==> src/rtl/dram_addr_pkg.sv <==
// Shared types for the display RAM address generator.
// Assumes: single clock domain; consumers import this package.
package dram_addr_pkg;
    typedef enum logic {
        SEG_ORDER_FWD = 1'b0,
        SEG_ORDER_REV = 1'b1
    } seg_order_e;
endpackage

==> src/rtl/dram_col_ctr.sv <==
// Presettable column counter with a saturating stop one past the last column.
// Assumes: load has priority over step; values at or above NUM_COLS are held.
module dram_col_ctr #(
    parameter int COL_W    = 8,
    parameter int NUM_COLS = 132
) (
    input  logic             clk,
    input  logic             rst_n,
    input  logic             load_i,
    input  logic [COL_W-1:0] load_val_i,
    input  logic             step_i,
    output logic [COL_W-1:0] col_o,
    output logic             in_range_o
);
    localparam logic [COL_W-1:0] STOP_COL = COL_W'(NUM_COLS);

    logic [COL_W-1:0] col_q;

    // Valid while below the stop value.
    assign in_range_o = (col_q < STOP_COL);
    assign col_o      = col_q;

    // Column register: preset, or advance when in range.
    always_ff @(posedge clk) begin
        if (!rst_n) begin
            col_q <= '0;
        end else if (load_i) begin
            col_q <= load_val_i;
        end else if (step_i && in_range_o) begin
            col_q <= col_q + 1'b1;
        end
    end
endmodule

==> src/rtl/dram_page_reg.sv <==
// Page register; accepts only page numbers that exist.
// Assumes: out-of-range set values are dropped silently.
module dram_page_reg #(
    parameter int PAGE_W    = 4,
    parameter int NUM_PAGES = 15
) (
    input  logic              clk,
    input  logic              rst_n,
    input  logic              load_i,
    input  logic [PAGE_W-1:0] load_val_i,
    output logic [PAGE_W-1:0] page_o
);
    localparam logic [PAGE_W-1:0] PAGE_LIMIT = PAGE_W'(NUM_PAGES);

    logic accept;
    logic [PAGE_W-1:0] page_q;

    // Only existing pages are taken.
    assign accept = load_i && (load_val_i < PAGE_LIMIT);
    assign page_o = page_q;

    // Page register update.
    always_ff @(posedge clk) begin
        if (!rst_n) begin
            page_q <= '0;
        end else if (accept) begin
            page_q <= load_val_i;
        end
    end
endmodule

==> src/rtl/dram_seg_map.sv <==
// Holds the mirror setting and maps the current column to a segment index.
// Assumes: segment reported as zero when the column is out of range.
module dram_seg_map
    import dram_addr_pkg::*;
#(
    parameter int COL_W    = 8,
    parameter int NUM_COLS = 132
) (
    input  logic             clk,
    input  logic             rst_n,
    input  logic             set_i,
    input  logic             val_i,
    input  logic [COL_W-1:0] col_i,
    input  logic             in_range_i,
    output logic [COL_W-1:0] seg_o,
    output seg_order_e       order_o
);
    localparam logic [COL_W-1:0] LAST_COL = COL_W'(NUM_COLS - 1);

    seg_order_e order_q;

    assign order_o = order_q;

    // Mirror setting register.
    always_ff @(posedge clk) begin
        if (!rst_n) begin
            order_q <= SEG_ORDER_FWD;
        end else if (set_i) begin
            order_q <= seg_order_e'(val_i);
        end
    end

    // Column to segment mapping.
    always_comb begin
        if (!in_range_i) begin
            seg_o = '0;
        end else if (order_q == SEG_ORDER_REV) begin
            seg_o = LAST_COL - col_i;
        end else begin
            seg_o = col_i;
        end
    end
endmodule

==> src/rtl/dram_byte_addr.sv <==
// Flattens page and column into a linear byte address.
// Assumes: ADDR_W covers NUM_PAGES*NUM_COLS.
module dram_byte_addr #(
    parameter int PAGE_W   = 4,
    parameter int COL_W    = 8,
    parameter int NUM_COLS = 132,
    parameter int ADDR_W   = 11
) (
    input  logic [PAGE_W-1:0] page_i,
    input  logic [COL_W-1:0]  col_i,
    output logic [ADDR_W-1:0] addr_o
);
    localparam logic [ADDR_W-1:0] ROW_BYTES = ADDR_W'(NUM_COLS);

    // Linear address: page stride plus column.
    always_comb begin
        addr_o = (ADDR_W'(page_i) * ROW_BYTES) + ADDR_W'(col_i);
    end
endmodule

==> src/rtl/dram_addr_gen.sv <==
// Top of the display RAM address generator: page register, column counter,
// byte address and segment mapping, plus the write gate at the stop column.
// Assumes: strobes are single-cycle and synchronous to clk.
module dram_addr_gen
    import dram_addr_pkg::*;
#(
    parameter int NUM_PAGES = 15,
    parameter int NUM_COLS  = 132,
    parameter int PAGE_W    = 4,
    parameter int COL_W     = 8,
    parameter int ADDR_W    = $clog2(NUM_PAGES * NUM_COLS)
) (
    input  logic              clk,
    input  logic              rst_n,
    input  logic              page_set_i,
    input  logic [PAGE_W-1:0] page_val_i,
    input  logic              col_set_i,
    input  logic [COL_W-1:0]  col_val_i,
    input  logic              access_i,
    input  logic              access_wr_i,
    input  logic              mirror_set_i,
    input  logic              mirror_val_i,
    output logic [PAGE_W-1:0] page_o,
    output logic [COL_W-1:0]  col_o,
    output logic [ADDR_W-1:0] byte_addr_o,
    output logic              col_valid_o,
    output logic              mem_we_o,
    output logic [COL_W-1:0]  seg_o,
    output logic              mirror_o
);
    seg_order_e order;

    dram_page_reg #(.PAGE_W(PAGE_W), .NUM_PAGES(NUM_PAGES)) u_page (
        .clk(clk), .rst_n(rst_n), .load_i(page_set_i),
        .load_val_i(page_val_i), .page_o(page_o)
    );

    dram_col_ctr #(.COL_W(COL_W), .NUM_COLS(NUM_COLS)) u_col (
        .clk(clk), .rst_n(rst_n), .load_i(col_set_i), .load_val_i(col_val_i),
        .step_i(access_i), .col_o(col_o), .in_range_o(col_valid_o)
    );

    dram_byte_addr #(.PAGE_W(PAGE_W), .COL_W(COL_W), .NUM_COLS(NUM_COLS),
                     .ADDR_W(ADDR_W)) u_addr (
        .page_i(page_o), .col_i(col_o), .addr_o(byte_addr_o)
    );

    dram_seg_map #(.COL_W(COL_W), .NUM_COLS(NUM_COLS)) u_seg (
        .clk(clk), .rst_n(rst_n), .set_i(mirror_set_i), .val_i(mirror_val_i),
        .col_i(col_o), .in_range_i(col_valid_o), .seg_o(seg_o), .order_o(order)
    );

    // Mirror state as a plain bit.
    assign mirror_o = (order == SEG_ORDER_REV);

    // Writes pass only while the column is real.
    assign mem_we_o = access_i && access_wr_i && col_valid_o;
endmodule

==> config.mk <==
export PLATFORM = sky130hd
export DESIGN_NAME = dram_addr_gen
export DESIGN_NICKNAME = d
export VERILOG_FILES = /design/src/rtl/dram_addr_pkg.sv /design/src/rtl/dram_col_ctr.sv /design/src/rtl/dram_page_reg.sv /design/src/rtl/dram_seg_map.sv /design/src/rtl/dram_byte_addr.sv /design/src/rtl/dram_addr_gen.sv
export SDC_FILE = /design/constraint.sdc
export NUM_CORES = 1
export LEC_CHECK = 0
export ABC_AREA = 1
export BUFFER_PORTS_ARGS = -buffer_cell sky130_fd_sc_hd__buf_2
export CORE_MARGIN = 10
export CORE_UTILIZATION = 40
export CTS_CLUSTER_SIZE = 40
export DETAILED_ROUTE_END_ITERATION = 16
export GPL_TIMING_DRIVEN = 0
export PLACE_DENSITY = 0.73
export SLEW_MARGIN = 10
export SYNTH_ARGS = -nofsm -noshare
export SYNTH_HDL_FRONTEND = slang
export SYNTH_SLANG_ARGS = --single-unit
==> constraint.sdc <==
create_clock -name clk -period 3.6 [get_ports clk]
set_input_delay 0.54 -clock clk [delete_from_list [all_inputs] [get_ports clk]]
set_output_delay 0.54 -clock clk [all_outputs]
set_load 0.02 [all_outputs]
==> results.txt, run 1 <==
The total half-perimeter wirelength after legalization and detailed placement came out at 2920 microns. Once the clock tree was built, the resizer swapped 0 gates to a different size. The nature of the critical path startpoint is a register. The run finished with clean final reports. The die is roughly 76 microns wide. Along the worst hold path, the cell count comes to 3.

The number of global-route vias before repair came out at ~1400. The die footprint came out at approximately 0.0058 sq mm. The top fanout value on the critical path came out at 9. The post-place setup slack came out at about 1.0 ns. Dividing total power by cell area gives a power density of ~320 mW/mm^2. In this run the critical register-to-register path is launched from u_col.col_o[3]$_SDFFE_PN0P_. The number of hold-repair buffers added at the cts stage came out at 0. The clock-pin slew reported for the worst setup and hold paths after clock tree synthesis is 0.09 ns.

Data arrives at the worst endpoint at 2.37 ns. The leakage power summed over all cells is 0.964 nW. For this configuration, the core starts out at a cell density of 41.2%. The clock sink count is 13.

Setup repair after global routing left no endpoint under its margin. In this run the cell area of the synthesized design comes to 0.00125 sq mm. The DRC violations left came out at 0.

The growth of design area from synthesis to finish came out at 27.8%. The final count of pins violating max slew came out at 0. By instance count, the leading cell after synthesis is sky130_fd_sc_hd__nand2_1. The post-detailed-route wirelength per cell is 11.8 microns. The number of antenna violations at the first check in global routing is 0. The number of nets in the layout is 296. The repair_antennas step left the layout with diodes totalling 0.

The tightest min-delay check is of the primary input to register type. The number of flops mapped to enable cells by yosys came out at 0. Counting every net in the synthesized netlist gives 238. The share of the clock period used by the worst path came out at 80.8%.

The number of cells on the worst reg-to-reg path is 9. The count of nets left with antenna violations after detail routing came out at 0. Clock skew on the completed layout was measured at just over 0.004 ns. The first TritonRoute pass finished after 4 iterations. Ranked by instance count, the synthesized netlist is headed by sky130_fd_sc_hd__nand2_1 (58), sky130_fd_sc_hd__nor2_1 (33), sky130_fd_sc_hd__inv_1 (25), sky130_fd_sc_hd__nand3_1 (21), sky130_fd_sc_hd__dfxtp_1 (13). The mean post-synth cell area came out at 5.97 sq um. The worst setup path is of the register to primary output kind. The number of standard cells in the layout, taps in and fillers out is 310. The setup slack of the worst register-to-register path is 2.00 ns. The number of setup buffers added after CTS is 0. The number of storage elements in the synthesis netlist came out at 13. The overall overflow remaining after global route is 0. The maximum vdd ir drop came out at 0.000180 V. The number of distinct library cells after synthesis is 25. The number of placed cells counting well taps came out at between 300 and 400.

The startpoint of the most critical hold path is mirror_val_i. The biggest area contributor in the post-synthesis netlist is sky130_fd_sc_hd__dfxtp_1. The height of the die came out at 75.9 microns. By area the synthesized netlist is led by sky130_fd_sc_hd__dfxtp_1 (21%), sky130_fd_sc_hd__nand2_1 (17%), sky130_fd_sc_hd__nor2_1 (9.9%). The number of instances in the synthesized netlist is 209. The placer congestion estimate is a little over 0.8.

The global-route wire length before repair is 5940 microns. In this run the critical register-to-register path is captured at u_col.col_o[5]$_SDFFE_PN0P_. The routed wire length came out at around 3700 microns. The clock insertion delay at the later pin of the skew report came out at 0.29 ns. The number of CTS-inserted buffers came out at 3. Once routing completed, OpenROAD measured the worst setup slack at 0.692 ns.

54 I/O pins were placed. After routing, the total negative slack on setup checks comes to 0 ns. The floorplan step defined a core boundary enclosing 0.00303 sq mm. Buffers placed on the I/O ports in this run total 53. The buffer depth of the longest clock path came out at 2. The endpoint type of the worst setup path is a primary output. Using the TritonRoute via totals, the vias-per-cell ratio works out to 4.72. The share of the synthesized area in the top cell type is 20.8%. The sequential-to-total area share from yosys stat came out at between 20% and 30%. Counting the fill cells in the layout gives 320. The worst hold path terminates at u_seg.order_o$_SDFFE_PN0P_. The clock period minus worst slack came out at roughly 2.9 ns. The max-cap violation count came out at 0. The final number of setup-violating endpoints is 0. The total via count after detailed routing is approximately 1500. The starting DRC count in detailed routing is 69.

The final hold violation count came out at 0. The root buffer cell is sky130_fd_sc_hd__clkbuf_4. The achievable frequency is 344 MHz. At the pin with the least slew margin, the transition time is 0.441 ns. The number of placement rows is 20. The fraction of final layout cells with drive strength greater than 1 is 26.3%. The share of synthesized flip-flops with an asynchronous set or reset came out at 0%. The worst slew margin relative to its limit came out at 70.3%. The critical path required time came out at 3.06 ns. The count of synthesis-stage warnings from yosys came out at 0.

The TritonCTS clock tree is done. Among all flip-flop cells after synthesis, the most frequent one is sky130_fd_sc_hd__dfxtp_1. In this run the number of H-tree levels came out at 1. The worst hold-check slack is 0.471 ns. The overall routing resource usage is 13.0%. The pin count of the biggest net entering global routing came out at 11.
[per-layer routing]
layer	vias to the layer above	track usage (%)	routed length, microns
met3	7	1.82	236
met2	41	22.4	1680
met4	0	6.60	76
met1	641	15.2	1650
li1	773	-	-
met5	-	0	0
[cell type report]
cell class | count | area (sq um) | area share [%]
Multi-Input combinational cell | 162 | 842 | 52.8
Timing Repair Buffer | 53 | 265 | 16.6
Sequential cell | 13 | 260 | 16.3
Inverter | 27 | 104 | 6.51
Tap cell | 44 | 55.1 | 3.45
Buffer | 7 | 42.5 | 2.67
Clock buffer | 4 | 26.3 | 1.65
[how the worst max path moves through the flow]
stage | from | end | slack [ns] | depth (start not counted)
floorplan | u_col.col_o[2]$_SDFFE_PN0P_ | byte_addr_o[10] | 1.05 | 7
global placement | u_col.col_o[2]$_SDFFE_PN0P_ | byte_addr_o[10] | 1.02 | 8
detailed placement | u_col.col_o[2]$_SDFFE_PN0P_ | byte_addr_o[10] | 1.01 | 8
CTS | u_col.col_o[2]$_SDFFE_PN0P_ | byte_addr_o[10] | 0.68 | 8
global route | u_col.col_o[2]$_SDFFE_PN0P_ | byte_addr_o[10] | 0.50 | 8
finish | u_col.col_o[2]$_SDFFE_PN0P_ | byte_addr_o[10] | 0.69 | 8
[kinds of logic after synthesis]
family          after synthesis  share of synthesized area, %
simple gates                123                          43.0
flops                        13                          20.8
compound gates               22                          9.22
fa+ha+maj                     9                          9.62
buf+inv                      34                          11.7
xor+xnor                      8                          5.61
[cell usage in the layout, fill, tap and decap left out]
master                     count
sky130_fd_sc_hd__or2_2         1
sky130_fd_sc_hd__fa_1          1
sky130_fd_sc_hd__nor2_1       33
sky130_fd_sc_hd__o31ai_1       1
sky130_fd_sc_hd__buf_4         4
sky130_fd_sc_hd__o21ai_0       9
sky130_fd_sc_hd__clkbuf_4      3
sky130_fd_sc_hd__a21oi_1      11
sky130_fd_sc_hd__nor2_2        1
sky130_fd_sc_hd__xor2_1        6
sky130_fd_sc_hd__nand3_2       1
sky130_fd_sc_hd__clkbuf_1      3
sky130_fd_sc_hd__inv_2         1
sky130_fd_sc_hd__nand2_1      58
sky130_fd_sc_hd__nor2_4        1
sky130_fd_sc_hd__dfxtp_1      13
sky130_fd_sc_hd__xnor2_1       2
sky130_fd_sc_hd__buf_2        54
sky130_fd_sc_hd__nand3b_1      1
sky130_fd_sc_hd__nor3_1        3
sky130_fd_sc_hd__a22oi_1       1
sky130_fd_sc_hd__nand3_1      21
sky130_fd_sc_hd__inv_4         1
sky130_fd_sc_hd__nand2_4       3
sky130_fd_sc_hd__ha_1          8
sky130_fd_sc_hd__inv_1        25
[report_power, final]
| part | switching (mW) | internal (mW) | total, mW |
|---|---|---|---|
| Sequential | 0.0225 | 0.156 | 0.179 |
| Clock | 0.0533 | 0.0431 | 0.0964 |
| Combinational | 0.155 | 0.0880 | 0.243 |
| Total | 0.231 | 0.287 | 0.518 |
[per-stage QoR]
step | power [mW] | util [%] | area, sq um
after CTS | 0.520 | 52.7 | 1600
after global routing | 0.558 | 52.7 | 1600
after detailed placement | 0.426 | 51.8 | 1570
after global placement | 0.424 | 51.8 | 1570
final | 0.518 | 52.7 | 1600
after floorplan | 0.346 | - | 1250
[worst max-delay path, cell delays in order (launching register included)]
cell and delay, ns:
sky130_fd_sc_hd__dfxtp_1 0.50, sky130_fd_sc_hd__ha_1 0.23, sky130_fd_sc_hd__inv_1 0.05, sky130_fd_sc_hd__fa_1 0.40, sky130_fd_sc_hd__o21ai_0 0.40, sky130_fd_sc_hd__nand2_1 0.09, sky130_fd_sc_hd__nand2_1 0.09, sky130_fd_sc_hd__xor2_1 0.13
sky130_fd_sc_hd__buf_2 0.17
[sequential cells by signal (all words and copies together) (netlist names)]
signal and count:
u_page.page_o 4, u_seg.order_o 1, u_col.col_o 8
Power figures use the tool's default switching activity.
==> inputs of run 2 (changes only) <==
==> constraint.sdc (replaced) <==
create_clock -name clk -period 2.8 [get_ports clk]
set_input_delay 0.42 -clock clk [delete_from_list [all_inputs] [get_ports clk]]
set_output_delay 0.42 -clock clk [all_outputs]
set_load 0.02 [all_outputs]
==> results.txt, run 2 (synthesized netlist as in run 1, its figures left out) <==
The top fanout value on the critical path came out at 7. The via density per instance came out at about 4.7. The global-route wire length before repair is 5940 microns. The TritonCTS clock tree is done. The worst setup path is launched from a register.

The routed wire length came out at 3640 microns. The worst setup path is of the register to primary output kind. For the worst setup path, the data arrival time is approximately 2.2 ns. CTS built an H-tree with a depth of 1.

The number of cells on the worst reg-to-reg path came out at 9. The first TritonRoute pass finished after 4 iterations. The overall overflow remaining after global route is 0. The routed design could run at a clock period as short as 2.59 ns.

The number of global-route vias before repair came out at approximately 1400. The share of the clock period used by the worst path is 92.3%. The die covers roughly 0.0058 sq mm. The buffer depth of the longest clock path is 2. The die boundary width came out at 75.9 microns. The overall routing resource usage is 13.0%. The register with the most flip-flops in the layout has 8 of them. The achievable frequency came out at approximately 390 MHz. The number of CTS-inserted buffers came out at 3. The total power per unit cell area is approximately 420 mW/mm^2. For this design, the CTS-stage hold fixing added 0 buffers. The core box area is 0.00303 sq mm.

The clock insertion delay at the later pin of the skew report came out at 0.29 ns. The final count of pins violating max slew is 0. The fraction of final layout cells with drive strength greater than 1 came out at 26.7%. The final hold violation count came out at 0. The number of placed cells counting well taps came out at a little over 300. The leakage power summed over all cells is 0.963 nW. The first routing iteration left 72 violations. The count of nets left with antenna violations after detail routing came out at 0. The number of setup buffers added after CTS came out at 0. Across the routed clock network, the largest skew measured is 0.00412 ns. The number of I/O port buffers is 53. The final number of setup-violating endpoints is 0. The clock sink count is 13. Headroom to the max-slew limit came out at 70.2%.

The hold-critical path depth came out at 3. The pin slew with the least headroom to its limit came out at 0.448 ns. The utilization after layout is 52.7%. The final sum of negative setup slack came out at 0 ns.

The growth of design area from synthesis to finish is 27.9%. The height of the die is 75.9 microns. The number of placement rows is 20. Across the VDD grid, the largest voltage drop is between 0.0002 and 0.00025 V. In the layout the commonest cells are sky130_fd_sc_hd__nand2_1 (58), sky130_fd_sc_hd__buf_2 (54), sky130_fd_sc_hd__nor2_1 (33). The starting utilization of the core area is 41.2%.

The clock-pin slew reported for the worst setup and hold paths after clock tree synthesis is around 0.09 ns. The number of nets in the layout came out at between 200 and 300. The number of antenna violations at the first check in global routing came out at 0. The path class of the tightest hold or removal check is primary input to register. The count of antenna diodes in the layout came out at 0.

The total power is around 0.67 mW. The number of top-level design ports came out at 54. Summed over all nets, the half-perimeter wirelength after detailed placement is between 2000 and 3000 microns. The max-cap violation count is 0.

The total via count after detailed routing came out at 1457. The critical path required time came out at 2.38 ns. The run finished with clean final reports.

The most frequent standard cell in the layout excluding fill and tap cells is sky130_fd_sc_hd__nand2_1. The pin count of the biggest net entering global routing came out at 11. Setup repair after global routing left no endpoint under its margin. The root buffer cell is sky130_fd_sc_hd__clkbuf_4. The placer congestion estimate is 0.828. After detailed routing, the number of remaining DRC violations is 0. The post-detailed-route wirelength per cell came out at 11.8 microns.

The number of standard cells in the layout, taps in and fillers out is 310. The number of fillers in the final layout came out at 319. The worst setup path is captured at a primary output.
[run 2: cell count changes in the layout (fill, tap and decap cells not counted)]
cell	previous run	this run
sky130_fd_sc_hd__dfxtp_1	13	12
sky130_fd_sc_hd__dfxtp_2	0	1
sky130_fd_sc_hd__o21ai_0	9	8
sky130_fd_sc_hd__o21ai_1	0	1
[run 2: through the flow]
stage | setup slack [ns] | hold WS [ns] | cell area (sq um)
floorplan | 0.369 | 0.558 | 1250
global placement | 0.339 | 0.528 | 1570
detailed placement | 0.328 | 0.530 | 1570
CTS | 0.00400 | 0.358 | 1600
global route | 0.0535 | 0.368 | 1600
finish | 0.214 | 0.351 | 1600
[run 2: where the power goes]
| part | leakage [nW] | total (mW) | internal, mW | switching (mW) |
|---|---|---|---|---|
| Clock | 0.0150 | 0.124 | 0.0554 | 0.0685 |
| Sequential | 0.108 | 0.230 | 0.201 | 0.0289 |
| Combinational | 0.840 | 0.313 | 0.113 | 0.200 |
| Total | 0.963 | 0.667 | 0.370 | 0.297 |
[run 2: cell type report]
type	instances	area, sq um	area share, %
Clock buffer	4	26.3	1.65
Buffer	7	42.5	2.66
Multi-Input combinational cell	162	842	52.7
Inverter	27	104	6.50
Tap cell	44	55.1	3.45
Sequential cell	13	262	16.4
Timing Repair Buffer	53	265	16.6
[run 2: worst paths after layout]
check	startpoint	end	slack [ns]
setup / recovery	u_col.col_o[3]$_SDFFE_PN0P_	byte_addr_o[10]	0.21
setup reg to reg	u_col.col_o[3]$_SDFFE_PN0P_	u_col.col_o[5]$_SDFFE_PN0P_	1.20
hold reg to reg	u_page.page_o[0]$_SDFFE_PN0P_	u_page.page_o[0]$_SDFFE_PN0P_	0.54
hold / removal	mirror_val_i	u_seg.order_o$_SDFFE_PN0P_	0.35
[run 2: critical path, stage by stage (launching register included)]
cell	delay, ns
sky130_fd_sc_hd__dfxtp_1	0.47
sky130_fd_sc_hd__inv_1	0.18
sky130_fd_sc_hd__fa_1	0.46
sky130_fd_sc_hd__o21ai_1	0.29
sky130_fd_sc_hd__nand2_1	0.08
sky130_fd_sc_hd__nand2_1	0.08
sky130_fd_sc_hd__xor2_1	0.13
sky130_fd_sc_hd__buf_2	0.17
[run 2: repair_timing]
item                                   in CTS  in global routing
endpoints found under the hold margin       0                  0
gates resized for setup                     0                  2
setup endpoints to repair                   0                  2
[run 2: layer usage]
layer	GRT usage, %	routed length, microns	vias up
met4	6.60	76	0
met1	15.2	1650	639
met2	22.4	1680	41
met3	1.82	246	7
met5	0	0	-
li1	-	-	770
